File: src/rtl/esp_pkg.sv
package esp_pkg;

    // Frame controller states
    typedef enum logic [1:0] {
        ST_BLANK = 2'd0,
        ST_RUN   = 2'd1,
        ST_HOT   = 2'd2,
        ST_DONE  = 2'd3
    } esp_state_t;

endpackage

File: src/rtl/esp_ref_edge.sv
// Selects one reference level source and turns the chosen transition
// polarity into a single-cycle advance strobe.
module esp_ref_edge (
    input  logic clk,
    input  logic rst_n,
    input  logic osc_ref,
    input  logic ext_ref,
    input  logic ref_sel,
    input  logic edge_rise,
    output logic tick
);
    logic cur_lvl;
    logic prev_lvl;

    always_comb begin
        cur_lvl = ref_sel ? ext_ref : osc_ref;
    end

    always_ff @(posedge clk) begin
        if (!rst_n) begin
            prev_lvl <= 1'b0;
        end else begin
            prev_lvl <= cur_lvl;
        end
    end

    always_comb begin
        if (edge_rise) begin
            tick = cur_lvl & ~prev_lvl;
        end else begin
            tick = ~cur_lvl & prev_lvl;
        end
    end

endmodule

File: src/rtl/esp_frame_fsm.sv
// Frame controller: state register plus frame counter, and a single
// combinational process for next state and per-cycle commands.
module esp_frame_fsm #(
    parameter int GS_W = 16
) (
    input  logic                   clk,
    input  logic                   rst_n,
    input  logic                   tick,
    input  logic                   blank,
    input  logic                   auto_repeat,
    input  logic                   tmg_reset,
    input  logic                   latch_pulse,
    input  logic                   over_temp,
    output logic [GS_W-1:0]        cnt,
    output logic                   upd,
    output logic                   clr,
    output esp_pkg::esp_state_t    state
);
    import esp_pkg::*;

    localparam logic [GS_W-1:0] CNT_LAST = '1;

    esp_state_t       st_q, st_n;
    logic [GS_W-1:0]  cnt_q, cnt_n;
    logic             restart;
    logic             at_last;

    assign restart = latch_pulse & tmg_reset;
    assign at_last = (cnt_q == CNT_LAST);

    // State register
    always_ff @(posedge clk) begin
        if (!rst_n) begin
            st_q  <= ST_BLANK;
            cnt_q <= '0;
        end else begin
            st_q  <= st_n;
            cnt_q <= cnt_n;
        end
    end

    // Next state and commands
    always_comb begin
        st_n  = st_q;
        cnt_n = cnt_q;
        upd   = 1'b0;
        clr   = 1'b0;
        if (blank) begin
            st_n  = ST_BLANK;
            cnt_n = '0;
            clr   = 1'b1;
        end else begin
            unique case (st_q)
                ST_BLANK: begin
                    clr   = 1'b1;
                    cnt_n = '0;
                    st_n  = over_temp ? ST_HOT : ST_RUN;
                end
                ST_RUN: begin
                    if (over_temp) begin
                        st_n = ST_HOT;
                        clr  = 1'b1;
                        if (restart) begin
                            cnt_n = '0;
                        end else if (tick) begin
                            cnt_n = cnt_q + 1'b1;
                        end
                    end else if (restart) begin
                        cnt_n = '0;
                        clr   = 1'b1;
                    end else if (tick) begin
                        upd   = 1'b1;
                        cnt_n = cnt_q + 1'b1;
                        if (at_last && !auto_repeat) begin
                            st_n = ST_DONE;
                        end
                    end
                end
                ST_HOT: begin
                    clr = 1'b1;
                    if (restart) begin
                        cnt_n = '0;
                    end else if (tick) begin
                        cnt_n = cnt_q + 1'b1;
                        if (at_last && !over_temp) begin
                            st_n = auto_repeat ? ST_RUN : ST_DONE;
                        end
                    end
                end
                ST_DONE: begin
                    clr = 1'b1;
                    if (restart) begin
                        cnt_n = '0;
                        st_n  = over_temp ? ST_HOT : ST_RUN;
                    end
                end
                default: begin
                    st_n  = ST_BLANK;
                    cnt_n = '0;
                    clr   = 1'b1;
                end
            endcase
        end
    end

    assign cnt   = cnt_q;
    assign state = st_q;

endmodule

File: src/rtl/esp_chan_slice.sv
// One output channel: segment-local compare with a bit-reversed
// extra-clock rule, registered enable.
module esp_chan_slice #(
    parameter int GS_W  = 16,
    parameter int SEG_W = 7
) (
    input  logic            clk,
    input  logic            rst_n,
    input  logic [GS_W-1:0] cnt,
    input  logic [GS_W-1:0] gs,
    input  logic            upd,
    input  logic            clr,
    output logic            on
);
    localparam int LOC_W = GS_W - SEG_W;

    logic [SEG_W-1:0] seg_idx;
    logic [SEG_W-1:0] seg_rev;
    logic [LOC_W-1:0] loc_idx;
    logic [LOC_W:0]   thresh;
    logic             extra;
    logic             hit;

    assign seg_idx = cnt[GS_W-1:LOC_W];
    assign loc_idx = cnt[LOC_W-1:0];

    always_comb begin
        seg_rev = '0;
        for (int b = 0; b < SEG_W; b++) begin
            seg_rev[b] = seg_idx[SEG_W-1-b];
        end
    end

    assign extra  = (seg_rev < gs[SEG_W-1:0]);
    assign thresh = {1'b0, gs[GS_W-1:SEG_W]} + {{LOC_W{1'b0}}, extra};
    assign hit    = ({1'b0, loc_idx} < thresh);

    always_ff @(posedge clk) begin
        if (!rst_n) begin
            on <= 1'b0;
        end else if (clr) begin
            on <= 1'b0;
        end else if (upd) begin
            on <= hit;
        end
    end

endmodule

File: src/rtl/esp_pwm_gen.sv
// Top: reference edge select, frame controller, grayscale hold
// registers and one compare slice per channel.
module esp_pwm_gen #(
    parameter int NCH   = 12,
    parameter int GS_W  = 16,
    parameter int SEG_W = 7
) (
    input  logic                  clk,
    input  logic                  rst_n,
    input  logic                  osc_ref,
    input  logic                  ext_ref,
    input  logic                  ref_sel,
    input  logic                  edge_rise,
    input  logic                  blank,
    input  logic                  auto_repeat,
    input  logic                  tmg_reset,
    input  logic                  latch_pulse,
    input  logic                  over_temp,
    input  logic [NCH*GS_W-1:0]   gs_data,
    output logic [NCH-1:0]        chan_on
);
    import esp_pkg::*;

    logic                       ref_tick;
    logic [GS_W-1:0]            frame_cnt;
    logic                       out_upd;
    logic                       out_clr;
    esp_state_t                 fsm_state;
    logic [NCH-1:0][GS_W-1:0]   gs_hold;

    esp_ref_edge u_edge (
        .clk       (clk),
        .rst_n     (rst_n),
        .osc_ref   (osc_ref),
        .ext_ref   (ext_ref),
        .ref_sel   (ref_sel),
        .edge_rise (edge_rise),
        .tick      (ref_tick)
    );

    esp_frame_fsm #(.GS_W(GS_W)) u_fsm (
        .clk         (clk),
        .rst_n       (rst_n),
        .tick        (ref_tick),
        .blank       (blank),
        .auto_repeat (auto_repeat),
        .tmg_reset   (tmg_reset),
        .latch_pulse (latch_pulse),
        .over_temp   (over_temp),
        .cnt         (frame_cnt),
        .upd         (out_upd),
        .clr         (out_clr),
        .state       (fsm_state)
    );

    // Grayscale hold registers: only the latch strobe writes them
    always_ff @(posedge clk) begin
        if (!rst_n) begin
            gs_hold <= '0;
        end else if (latch_pulse) begin
            for (int c = 0; c < NCH; c++) begin
                gs_hold[c] <= gs_data[c*GS_W +: GS_W];
            end
        end
    end

    for (genvar ch = 0; ch < NCH; ch++) begin : g_chan
        esp_chan_slice #(.GS_W(GS_W), .SEG_W(SEG_W)) u_slice (
            .clk   (clk),
            .rst_n (rst_n),
            .cnt   (frame_cnt),
            .gs    (gs_hold[ch]),
            .upd   (out_upd),
            .clr   (out_clr),
            .on    (chan_on[ch])
        );
    end

endmodule

File: config.mk
export PLATFORM = sky130hd
export DESIGN_NAME = esp_pwm_gen
export DESIGN_NICKNAME = d
export VERILOG_FILES = /design/src/rtl/esp_pkg.sv /design/src/rtl/esp_ref_edge.sv /design/src/rtl/esp_frame_fsm.sv /design/src/rtl/esp_chan_slice.sv /design/src/rtl/esp_pwm_gen.sv
export SDC_FILE = /design/constraint.sdc
export NUM_CORES = 1
export LEC_CHECK = 0
export BUFFER_PORTS_ARGS = -buffer_cell sky130_fd_sc_hd__buf_2
export CORE_MARGIN = 4
export CORE_UTILIZATION = 26
export CTS_CLUSTER_SIZE = 12
export DETAILED_ROUTE_END_ITERATION = 10
export PLACE_DENSITY_LB_ADDON = 0.2
export SYNTH_ARGS = -nofsm -noshare
export SYNTH_HDL_FRONTEND = slang
export SYNTH_HIERARCHICAL = 1
export SYNTH_SLANG_ARGS = --single-unit
File: constraint.sdc
create_clock -name clk -period 7.3 [get_ports clk]
set_clock_uncertainty 0.1 [all_clocks]
set_input_delay 0.73 -clock clk [delete_from_list [all_inputs] [get_ports clk]]
set_output_delay 0.73 -clock clk [all_outputs]
set_load 0.005 [all_outputs]
# --- After elaboration in Yosys (flattened, before gate mapping) ---
# Cells that the tools add are included.
op_classes:
  n_eq_ne: 12
  reduce_logical: 11
  add_sub_neg: 13
  n_mux: 26
  bitwise: 6
  n_lt_le_gt_ge: 24
ops:
  columns: ["cell", "count"]
  rows:
  - ["9-bit by 1-bit adder with 10-bit output", 12]
  - ["9-bit by 10-bit < comparator with 1-bit output", 12]
  - ["7-bit < comparator", 12]
  - ["16-bit two-way mux", 3]
  - ["16-bit one-hot mux with 3 select lines", 1]
  - ["2-bit two-way mux", 10]
  - ["16-bit by 1-bit adder with 16-bit output, second input constant", 1]
  - ["16-bit equality test, second input constant", 1]
  - ["1-bit two-way mux", 10]
  - ["2-bit one-hot mux with 4 select lines", 1]
  - ["7-bit AND reduction", 1]
  - ["3-bit inequality test, second input constant", 2]
  - ["2-bit OR reduction", 3]
  - ["2-bit equality test, second input constant", 2]
  - ["2-bit by 1-bit inequality test with 1-bit output, second input constant", 2]
  - ["2-bit inequality test, second input constant", 2]
  - ["1-bit AND", 3]
  - ["3-bit by 1-bit inequality test with 1-bit output, second input constant", 1]
  - ["3-bit by 2-bit inequality test with 1-bit output, second input constant", 1]
  - ["1-bit NOT", 3]
  - ["3-bit OR reduction", 1]
  - ["2-bit by 1-bit equality test with 1-bit output, second input constant", 1]
  - ["1-bit logical AND", 2]
  - ["1-bit logical NOT", 2]
  - ["other kinds (3)", 3]
totals:
  in_bits: 203
  regBits: 223
  output_inout_bits: 12
  word_cells: 119

# --- Longest topological paths before layout ---
logic_depth:
  word_depth: 9
  mapped_depth: 16
  mapped_depth_nobuf: 16

# --- Cells and area by module ---
# Netlist, hierarchy kept.
modules_own_cells:
  columns: ["module", "seq_area_each_um2", "cells_each", "area_each_um2", "n_inst"]
  rows:
  - ["esp_pwm_gen", 3843.7, 619, 7463.4, 1]
  - ["esp_chan_slice", 20.0, 65, 506.7, 12]
  - ["esp_frame_fsm", 360.3, 124, 1019.7, 1]
  - ["esp_ref_edge", 20.0, 6, 58.8, 1]

# --- Least setup slack after synthesis ---
# OpenSTA, ideal clock, no wires.
synth_path:
  kind: "reg-to-reg"
  startpoint: "register u_fsm.cnt_q[13] (netlist: u_fsm/cnt[13])"
  endpoint: "register g_chan[0].u_slice.on"
  arrival_ns: 2.989
  path_slack_ns: 4.137
  setup_ns: 0.074
  path_stages_with_launch: 16
  required_ns: 7.126
  synth_period_minus_slack_ns: 3.163
  n_path_buf: 0
  path_cell_list: "dfxtp_1 -> ha_1 -> a21o_1 -> a31oi_1 -> o21ai_0 -> a31oi_1 -> ha_1 -> ha_1 -> and3_1 -> and3_2 -> xnor2_1 -> ha_1 -> a21oi_1 -> nand2_1 -> a31o_1 -> a31oi_1"
synth_between:
  elab_chain_len: 3
synth_rtl:
  columns: ["element", "line", "rtl"]
  rows:
  - ["start, declared", "esp_frame_fsm.sv:24", "logic [GS_W-1:0] cnt_q, cnt_n;"]
  - ["start signal, assigned", "esp_frame_fsm.sv:38", "cnt_q <= cnt_n;"]
  - ["7-bit < comparator", "esp_chan_slice.sv:34", "assign extra = (seg_rev < gs[SEG_W-1:0]);"]
  - ["9-bit by 1-bit adder with 10-bit output", "esp_chan_slice.sv:35", "assign thresh = {1'b0, gs[GS_W-1:SEG_W]} + {{LOC_W{1'b0}}, extra};"]
  - ["9-bit by 10-bit < comparator with 1-bit output", "esp_chan_slice.sv:36", "assign hit = ({1'b0, loc_idx} < thresh);"]
  - ["end signal, assigned", "esp_chan_slice.sv:44", "on <= hit;"]
  - ["end, declared", "esp_chan_slice.sv:13", "output logic on"]
# Every way passes these cells.
# A chain may end at the register's enable or synchronous reset.

# --- Worst setup path in the final report ---
layout_path:
  startpoint: "register u_fsm.cnt_q[13] (netlist: u_fsm/cnt[13])"
  endpoint: "register g_chan[1].u_slice.on"
layout_between:
  elab_chain_len: 3
layout_rtl:
  columns: ["element", "line"]
  rows:
  - ["7-bit < comparator", "esp_chan_slice.sv:34"]
  - ["9-bit by 1-bit adder with 10-bit output", "esp_chan_slice.sv:35"]
  - ["9-bit by 10-bit < comparator with 1-bit output", "esp_chan_slice.sv:36"]
  - ["end signal, assigned", "esp_chan_slice.sv:44"]
  - ["end, declared", "esp_chan_slice.sv:13"]
# Every way passes these cells.

==> reports/metrics.cfg <==
[worst_setup_path]
cp-start-kind=flop
setup.worst_path.end_class=flop
max_stage_delay_ns=0.74
path_class=flop to flop
cp_common_cell=ha_1
required_ns=7.69
cp_max_fo=15
cpMaxStageDelayCell=dfxtp_2
worstPathCellList=ha_1 > a21o_1 > a31oi_1 > o21ai_0 > a31oi_1 > ha_1 > ha_1 > and3_1 > and3_2 > xnor2_1 > ha_1 > a21oi_1 > nand2_1 > a31o_1 > a31oi_1
critPathTopFamily=compound AO/OA/AOI/OAI gates
cp_num_buf_inv=0
worstPathArrival_ns=4.09

[route]
vias=11200
drc_errors=0
routedWlPerCell_um=17.6
wirelength_mm=44.0
dr.pass1.iters=5
vias_per_cell=4.49
drtIter0Drc=432
ant_nets=0

[cells_and_area]
utilization_pct=31.1
multi_input_comb_area_mm2=0.00928
drive_gt1_share_pct=16.9
finalNonFillerCells=2505
syn2layout_area_growth_pct=17.8
final_nets=2133
nFillCells=5822
seqCellArea_mm2=0.00448

[power_and_ir_drop]
p_sw_mw=0.832
peakVddDrop_mv=0.172
p_comb_share_pct=12.1
seqPwrFrac_pct=41.1
p_sw_share_pct=25.6
power.density_mw_per_mm2=189
p_clk_share_pct=46.8
intPower_mw=2.42
p_leak_nw=8.17

[grt]
antenna_found_initial=7
grt_pass1_vias=11300
grt_usage_pct=14.3
grt_max_degree=111
grt_first_pass_wirelength_mm=66.5
grt_overflow_total=0

[job]
cap_violations=0

[sta]
period_share_pct=50.7
slew_viol_final=0
clock.fmax_ghz=0.270
final_hold_viol_count=0
finalSetupTns_ns=0
setup_viol=0
slew_headroom_pct=29.0
tightestPinTransition_ns=1.06
rsz0062_at_grt=false
finalCriticalPeriod_ns=3.70

[clocking]
cts_sinks=223
cts.path.max_buffers=3
clk_pin_slew_worst_paths_ns=0.06
insertion_delay_ns=0.57
cts_tree=yes
cts_root_buf=clkbuf_16
h-tree-depth=1
post_cts.repair.setup_buffers=0
numCtsBuffers=29
cts_resized=0
holdBufCountCts=0

[placement]
dp_hpwl_mm=29.8
io_buffers=214
globalplace.congestion=0.753
dp.cells=2450

[run_status]
status=finished, final reports clean

[synthesis]
synth-seq-cells=223
synthesis.area_mm2=0.0146
synth_fp_nets=1929
ys_warn_count=6
syn_inst=1529
syn_area_per_cell_um2=9.56
ys_seq_area_share_pct=30.5
synth.distinct_cells=41

[floorplanning]
fp.dieArea_mm2=0.0601
die_w_um=245
boundaryPins=215
start_util_pct=26.4
core-area_mm2=0.0554
fp-row-count=86
die_h_um=245

[min_path]
min_path_type=primary input to flop

[synthesized netlist by cell type]
master,n,share of area (%)
dfxtp_1,223,31
ha_1,197,17
mux2i_1,195,13
nor2b_1,195,8.3
inv_1,101,2.6
nand2_1,56,1.4
xnor2_1,55,3.3
a31oi_1,51,2.2
nand3_1,51,1.7
a21o_1,48,2.5
a21oi_1,44,1.5
and3_1,40,1.7
xor2_1,38,2.3
nand2b_1,31,1.3
nor2_1,30,0.77
o21ai_0,26,0.89
buf_12,20,2.7
clkbuf_1,20,0.51
nand4_1,16,0.68
and2_1,14,0.60
and4_1,13,0.78
o211ai_1,13,0.67
a31o_1,12,0.72
and3_2,12,0.62
nor3_1,7,0.24
a22oi_1,3,0.15
buf_2,3,0.10
buf_4,2,0.10
a21boi_0,1,0.051
a311oi_1,1,0.060
and3_4,1,0.077
nand3_4,1,0.12
nor4_1,1,0.043
nor4b_1,1,0.060
o211a_1,1,0.068
o21a_1,1,0.051
o21ba_2,1,0.068
o311ai_0,1,0.060
or2_2,1,0.043
or3_1,1,0.043
or4b_1,1,0.068
[worst reg2reg max path, cell delays in order, from the launching register on]
cell     delay, ns
dfxtp_2       0.74
ha_1          0.37
a21o_1        0.16
a31oi_1       0.14
o21ai_0       0.13
a31oi_1       0.21
ha_1          0.23
ha_1          0.20
and3_1        0.22
and3_2        0.20
xnor2_1       0.12
ha_1          0.28
a21oi_1       0.15
nand2_1       0.06
a31o_1        0.20
a31oi_1       0.14
[cells in the final DEF, fill, tap and decap left out, types with 14 or more instances in the layout]
master,n
ha_1,197
a21o_1,48
xnor2_1,55
xor2_1,38
dfxtp_2,14
dfxtp_1,209
nand2b_1,31
nor2b_1,195
nor2_1,30
buf_2,212
inv_1,101
and2_1,14
a31oi_1,51
nand3_1,51
nand4_1,16
and3_1,39
a21oi_1,44
o21ai_0,26
clkbuf_16,29
mux2i_1,195
nand2_1,56
[state kept, by name (all words and copies together), names as in the netlist]
signal	count
gs_hold	192
u_fsm/state	2
u_edge/prev_lvl	1
u_fsm/cnt	16
g_chan.u_slice/on	12
[layout make-up]
type	count	area share (%)
Timing Repair Buffer	218	6.54
Clock buffer	41	4.88
Sequential cell	223	26.0
Inverter	101	2.20
Multi-Input combinational cell	1160	53.9
Antenna cell	2	0.0291
Tap cell	748	5.44
Clock inverter	12	1.02
[logic make-up (layout without fill, tap and decap cells)]
kind of cell	Yosys count	count (layout)	synth area share (%)
AO/OA/AOI/OAI	203	203	8.94
multiplexers	195	195	13.3
adder cells (fa/ha/maj)	197	197	16.9
AND/OR/NAND/NOR	472	472	18.7
other	0	2	0
XOR/XNOR	93	93	5.57
buffers and inverters	146	372	6.05
flip-flops	223	223	30.5
[metrics by stage]
| step | hold WS, ns | total power [mW] | setup slack (ns) | instance area, um2 |
|---|---|---|---|---|
| 2_1_floorplan | 0.368 | 1.64 | 4.14 | 14600 |
| 3_3_place_gp | 0.393 | 1.76 | 3.60 | 16200 |
| 3_5_place_dp | 0.407 | 1.77 | 3.54 | 16200 |
| 4_1_cts | 0.277 | 3.33 | 3.54 | 17200 |
| 5_1_grt | 0.292 | 3.43 | 3.29 | 17200 |
| 6_report | 0.317 | 3.25 | 3.60 | 17200 |
[layer usage]
layer,track usage [%],share of wire (%)
met2,24.2,46
met1,18.6,46
met4,3.73,2.9
met5,0,0.11
met3,2.99,4.5
[path summary, 6_finish.rpt]
check | from | to | slack, ns | cells after the start
max | u_fsm/cnt[13] | g_chan[1].u_slice/on | 3.60 | 15
min | gs_data[22] | gs_hold[22] | 0.32 | 3
max reg2reg | u_fsm/cnt[13] | g_chan[1].u_slice/on | 3.60 | 15
min reg2reg | u_fsm/state[1] | u_fsm/state[1] | 0.41 | 2
[power groups by stage]
stage          Clock, mW  Sequential (mW)  Combinational (mW)
2_1_floorplan          0             1.35               0.294
4_1_cts             1.59             1.34               0.403
5_1_grt             1.63             1.35               0.452
3_5_place_dp           0             1.37               0.402
3_3_place_gp           0             1.36               0.392
6_report            1.52             1.34               0.393
Note: power is estimated with default switching activity, not from simulation.
